==> src/rtl/rxfe_pkg.sv <==
package rxfe_pkg;

  typedef enum logic [1:0] {
    ST_IDLE = 2'd0,
    ST_HUNT = 2'd1,
    ST_DATA = 2'd2,
    ST_TAIL = 2'd3
  } rxfe_state_t;

  // Leftover bit count at end of carrier beyond the tolerated limit.
  function automatic logic dribble_bad(input int unsigned fill, input int unsigned limit);
    return fill > limit;
  endfunction

  // Next shift register value when a new bit enters at the top (LSB-first assembly).
  function automatic logic [7:0] lsb_first_shift(input logic [7:0] cur, input logic bit_in);
    return {bit_in, cur[7:1]};
  endfunction

endpackage

==> src/rtl/rxfe_carrier_qual.sv <==
module rxfe_carrier_qual (
  input  logic clk,
  input  logic rst_n,
  input  logic carrier_in,
  output logic bit_take,
  output logic carrier_end
);
  logic low_q;

  always_ff @(posedge clk) begin
    if (!rst_n) low_q <= 1'b0;
    else        low_q <= ~carrier_in;
  end

  assign bit_take    = carrier_in;
  assign carrier_end = ~carrier_in & low_q;
endmodule

==> src/rtl/rxfe_synch_det.sv <==
module rxfe_synch_det #(
  parameter int MIN_PRE = 8
) (
  input  logic clk,
  input  logic rst_n,
  input  logic arm,
  input  logic hunt_take,
  input  logic ser_din,
  output logic synch_hit
);
  localparam int CW = $clog2(MIN_PRE + 1);

  logic          prev_one;
  logic [CW-1:0] idx;

  always_ff @(posedge clk) begin
    if (!rst_n) begin
      prev_one <= 1'b0;
      idx      <= '0;
    end else if (arm) begin
      prev_one <= ser_din;
      idx      <= CW'(1);
    end else if (hunt_take) begin
      prev_one <= ser_din;
      if (idx < CW'(MIN_PRE)) idx <= idx + CW'(1);
    end
  end

  assign synch_hit = hunt_take & ser_din & prev_one & (idx >= CW'(MIN_PRE));
endmodule

==> src/rtl/rxfe_deser.sv <==
module rxfe_deser #(
  parameter int BYTE_W = 8
) (
  input  logic                       clk,
  input  logic                       rst_n,
  input  logic                       clear,
  input  logic                       shift,
  input  logic                       ser_din,
  output logic                       byte_done,
  output logic [BYTE_W-1:0]          byte_next,
  output logic [$clog2(BYTE_W)-1:0]  fill
);
  import rxfe_pkg::*;
  localparam int BCW = $clog2(BYTE_W);

  logic [BYTE_W-1:0] sr;
  logic [BCW-1:0]    cnt;

  assign byte_next = lsb_first_shift(sr, ser_din);
  assign byte_done = shift & (cnt == BCW'(BYTE_W - 1));
  assign fill      = cnt;

  always_ff @(posedge clk) begin
    if (!rst_n) begin
      sr  <= '0;
      cnt <= '0;
    end else if (clear) begin
      cnt <= '0;
    end else if (shift) begin
      sr  <= byte_next;
      cnt <= byte_done ? '0 : cnt + BCW'(1);
    end
  end
endmodule

==> src/rtl/rxfe_tail_timer.sv <==
module rxfe_tail_timer #(
  parameter int RECOVERY = 5
) (
  input  logic clk,
  input  logic rst_n,
  input  logic start,
  input  logic run,
  output logic expire
);
  localparam int TW = $clog2(RECOVERY + 1);

  logic [TW-1:0] cnt;

  always_ff @(posedge clk) begin
    if (!rst_n)     cnt <= '0;
    else if (start) cnt <= TW'(1);
    else if (run)   cnt <= cnt + TW'(1);
  end

  assign expire = run & (cnt == TW'(RECOVERY - 1));
endmodule

==> src/rtl/serial_rx_front.sv <==
module serial_rx_front #(
  parameter int MIN_PRE     = 8,
  parameter int MAX_DRIBBLE = 5,
  parameter int RECOVERY    = 5
) (
  input  logic       clk,
  input  logic       rst_n,
  input  logic       carrier_in,
  input  logic       ser_din,
  output logic [7:0] byte_data,
  output logic       byte_valid,
  output logic       eof,
  output logic       align_err,
  output logic       done
);
  import rxfe_pkg::*;
  localparam int BYTE_W = 8;
  localparam int BCW    = $clog2(BYTE_W);

  rxfe_state_t state;

  // named internal events
  logic bit_take, carrier_end, synch_hit, byte_done, tail_expire;
  logic arm_w, hunt_take_w, shift_w, tail_start_w, tail_run_w;
  logic [BYTE_W-1:0] byte_next;
  logic [BCW-1:0]    fill;

  assign arm_w        = (state == ST_IDLE) & carrier_in;
  assign hunt_take_w  = (state == ST_HUNT) & bit_take;
  assign shift_w      = (state == ST_DATA) & bit_take;
  assign tail_start_w = (state == ST_DATA) & carrier_end;
  assign tail_run_w   = (state == ST_TAIL);

  rxfe_carrier_qual u_cq (
    .clk(clk), .rst_n(rst_n), .carrier_in(carrier_in),
    .bit_take(bit_take), .carrier_end(carrier_end)
  );

  rxfe_synch_det #(.MIN_PRE(MIN_PRE)) u_sd (
    .clk(clk), .rst_n(rst_n), .arm(arm_w), .hunt_take(hunt_take_w),
    .ser_din(ser_din), .synch_hit(synch_hit)
  );

  rxfe_deser #(.BYTE_W(BYTE_W)) u_ds (
    .clk(clk), .rst_n(rst_n), .clear(synch_hit), .shift(shift_w),
    .ser_din(ser_din), .byte_done(byte_done), .byte_next(byte_next), .fill(fill)
  );

  rxfe_tail_timer #(.RECOVERY(RECOVERY)) u_tt (
    .clk(clk), .rst_n(rst_n), .start(tail_start_w), .run(tail_run_w),
    .expire(tail_expire)
  );

  always_ff @(posedge clk) begin
    if (!rst_n) begin
      state      <= ST_IDLE;
      byte_data  <= '0;
      byte_valid <= 1'b0;
      eof        <= 1'b0;
      align_err  <= 1'b0;
      done       <= 1'b0;
    end else begin
      byte_valid <= 1'b0;
      eof        <= 1'b0;
      align_err  <= 1'b0;
      done       <= 1'b0;
      case (state)
        ST_IDLE: if (carrier_in) state <= ST_HUNT;
        ST_HUNT: begin
          if (synch_hit)        state <= ST_DATA;
          else if (carrier_end) state <= ST_IDLE;
        end
        ST_DATA: begin
          if (carrier_end) begin
            state     <= ST_TAIL;
            eof       <= 1'b1;
            align_err <= dribble_bad(32'(fill), MAX_DRIBBLE);
          end else if (byte_done) begin
            byte_valid <= 1'b1;
            byte_data  <= byte_next;
          end
        end
        ST_TAIL: begin
          if (tail_expire) begin
            done  <= 1'b1;
            state <= ST_IDLE;
          end
        end
        default: state <= ST_IDLE;
      endcase
    end
  end


  byte_pulse_chk: assert property (@(posedge clk) disable iff (!rst_n)
    byte_valid |=> !byte_valid);


  eof_two_low_chk: assert property (@(posedge clk) disable iff (!rst_n)
    eof |-> ($past(!carrier_in, 1) && $past(!carrier_in, 2)));


  align_with_eof_chk: assert property (@(posedge clk) disable iff (!rst_n)
    align_err |-> eof);


  hunt_silent_chk: assert property (@(posedge clk) disable iff (!rst_n)
    (state == ST_HUNT) |-> (!byte_valid && !eof && !done));


  done_idle_chk: assert property (@(posedge clk) disable iff (!rst_n)
    done |-> (!eof && state == ST_IDLE));
endmodule

==> config.mk <==
export PLATFORM = sky130hd
export DESIGN_NAME = serial_rx_front
export DESIGN_NICKNAME = d
export VERILOG_FILES = /design/src/rtl/rxfe_pkg.sv /design/src/rtl/rxfe_carrier_qual.sv /design/src/rtl/rxfe_synch_det.sv /design/src/rtl/rxfe_deser.sv /design/src/rtl/rxfe_tail_timer.sv /design/src/rtl/serial_rx_front.sv
export SDC_FILE = /design/constraint.sdc
export NUM_CORES = 1
export LEC_CHECK = 0
export BUFFER_PORTS_ARGS = -buffer_cell sky130_fd_sc_hd__buf_2
export CAP_MARGIN = 0
export CORE_MARGIN = 2
export CORE_UTILIZATION = 40
export CTS_CLUSTER_SIZE = 10
export DETAILED_ROUTE_END_ITERATION = 16
export SETUP_SLACK_MARGIN = 0.5
export SKIP_LAST_GASP = 1
export SYNTH_ARGS = -nofsm -noshare
export SYNTH_HDL_FRONTEND = slang
export SYNTH_SLANG_ARGS = --single-unit
export TNS_END_PERCENT = 5
==> constraint.sdc <==
create_clock -name clk -period 1.3 [get_ports clk]
set_input_delay 0.195 -clock clk [delete_from_list [all_inputs] [get_ports clk]]
set_output_delay 0.195 -clock clk [all_outputs]
set_load 0.005 [all_outputs]
==> impl_metrics.toml <==
[outcome]
outcome = "finished clean"

[synth]
syn_nets = 170
ys_seq_area_share_pct = 48.8
avgSynthCellArea_sq_um = 8.51
async_reset_ff_share_pct = 0
synth_cell_types = 33
ys_seq_elements = 33
syn_area_sq_um = 1350
yosysWarnings = 0
synth_enable_flop_cells = 0
ys.flop_type = "dfxtp_1"
synthCells = 159

[layout]
drive_above_1_share_pct = 31.9
layout_common_cells = "nand2_1 (38), dfxtp_1 (26), a21oi_1 (18)"
nets = 198
fillers = 324
syn_to_final_growth_pct = 27.2
fin_cells = 234
antenna_cells = 0
mostFrequentLayoutCell = "nand2_1"

[clock_network]
htree_levels = 2
clk_pin_slew_ns = 0.10
cts_buffer_depth = 2
cts_tree = "yes"
cts_root_buf = "clkbuf_4"
cts.sinks = 33
hold_buffers = 0
clkLatencyLatePin_ns = 0.33
numCtsBuffers = 5

[die]
dieArea_sq_um = 3860
ios = 16
core_area_sq_um = 3280
die_w_microns = 62.2
die_h_microns = 62.2
num_rows = 21
start_util_pct = 41.2

[grt]
overflow = 0
grt_usage_pct = 16.2
grt_max_degree = 18
antenna_found_initial = 0
grt_pass1_vias = 1125
grt_first_pass_wirelength_microns = 4970

[route]
vias = 1144
wl_per_cell_microns = 11.9
drc = 0
drt-pass1-iter-count = 4
dr.first_iter.drc_count = 49
final_antenna_net_count = 0
via_per_inst = 4.89
wirelength_microns = 2780

[sta]
drv_slew = 0
relSlewSlack_pct = 78.5
finalSetupTns_ns = 0
worstMarginPinSlew_ns = 0.321
rsz0062_at_grt = "yes"
finClkSkew_ns = 0.00551
period_needed_ns = 1.22
max_freq_mhz = 822
setup_viol = 0
layout_worst_path_cycle_share_pct = 93.6
finalHoldViolCount = 0
finalHoldWorstSlack_ns = 0.127

[placed_design]
gp_congestion = 0.770
dp_hpwl_microns = 1910
place_inst = 219
port-buffer-count = 15

[critical_path]
required_ns = 1.53
crit_type = "reg2reg"
crit_fanout = 3
path_cells = "inv_1 -> ha_1 -> a22o_1 -> a22oi_2 -> nor2_1"
cp_slowest_cell = "dfxtp_2"
critPathMaxStageDelay_ns = 0.35
cp-end-kind = "flip-flop"
cp.arrival_ns = 1.44
cp_num_buf_inv = 1
cp_top_family = "flip-flops"
cp-start-kind = "flip-flop"

[power]
ir_drop_uv = 562
power.leakage_nw = 0.663
power_density_nw_per_um2 = 1040
p_total_mw = 1.79

[flow_run]
drv_cap = 0

[hold_path]
min-delay-path-class = "in2reg"
## final cells by class
| type | count | area (sq um) | area share [%] |
|---|---|---|---|
| well taps | 46 | 57.6 | 3.35 |
| repair buffers | 27 | 169 | 9.82 |
| multi-input cells | 112 | 714 | 41.5 |
| clock inverters | 1 | 5.00 | 0.291 |
| inverters | 8 | 30.0 | 1.75 |
| clock buffers | 7 | 65.1 | 3.78 |
| flip-flops and latches | 33 | 679 | 39.5 |
## registers in the layout, indices dropped and copies added, names as in the netlist, named ones only
signal / cells
state: 1
u_sd.idx: 4
u_tt.cnt: 3
u_sd.prev_one: 1
u_cq.low_q: 1
align_err: 1
byte_data: 8
u_ds.fill: 3
byte_valid: 1
eof: 1
done: 1
u_ds.sr: 7
## metal layers
metal / vias up / part of all wire [%] / routed length, microns / global-route usage, %
met4: 0 / 1.6 / 44 / 6.67
met5: - / 0 / 0 / 0
met1: 526 / 44 / 1220 / 18.3
met3: 6 / 4.1 / 113 / 5.80
li1: 593 / - / - / -
met2: 19 / 50 / 1400 / 27.7
## metrics by stage
stage / instance area [sq um] / util, % / worst slack (ns)
after floorplan: 1390 / - / 0.139
after global placement: 1520 / 46.4 / 0.0450
after detailed placement: 1520 / 46.4 / 0.0196
after CTS: 1650 / 50.1 / 0.112
after global routing: 1720 / 52.4 / 0.0294
final: 1720 / 52.4 / 0.0833
## worst paths after layout
check,depth (start not counted),slack [ns],endpoint,startpoint
worst min register to register,2,0.46,byte_data[6]$_SDFFE_PN0P_,byte_data[6]$_SDFFE_PN0P_
worst max register to register,5,0.08,u_sd.idx[1]$_SDFFE_PP0P_,u_sd.idx[0]$_SDFFE_PN0P_
worst max-delay path,5,0.08,u_sd.idx[1]$_SDFFE_PP0P_,u_sd.idx[0]$_SDFFE_PN0P_
worst min-delay path,2,0.13,u_cq.low_q$_SDFF_PN0_,carrier_in
## where the power goes
part / switching [mW] / leakage, nW / internal, mW
logic: 0.0577 / 0.350 / 0.0471
registers: 0.0135 / 0.271 / 1.02
clock network: 0.342 / 0.0413 / 0.313
## logic make-up (layout without fill, tap and decap cells)
group | after synthesis | in the layout | synth area share [%]
buf+inv | 14 | 43 | 4.44
compound gates | 35 | 35 | 15.5
simple gates | 66 | 66 | 21.8
xor+xnor | 2 | 2 | 1.30
flops | 33 | 33 | 48.8
mux | 2 | 2 | 1.57
fa+ha+maj | 7 | 7 | 6.48
## Yosys cell counts (all sizes together), types with 2 or more instances
cell     n  area, sq um
and2     2         12.5
o21ai    4         20.0
nand2b   2         12.5
nor3     2         10.0
inv      7         26.3
buf      4         22.5
a21oi   20          100
a22oi    2         15.0
a221oi   2         17.5
nand2   42          158
nor2b    2         12.5
a211oi   3         22.5
ha       7         87.6
clkbuf   2         7.51
xnor2    2         17.5
nor2     8         30.0
dfxtp   33          661
## what timing repair did
item	4_1_cts	5_1_grt
gates resized for setup	11	14
setup endpoints to repair	44	44
setup buffers	4	3
pin swaps	3	1
(Power assumes the default switching activity.)
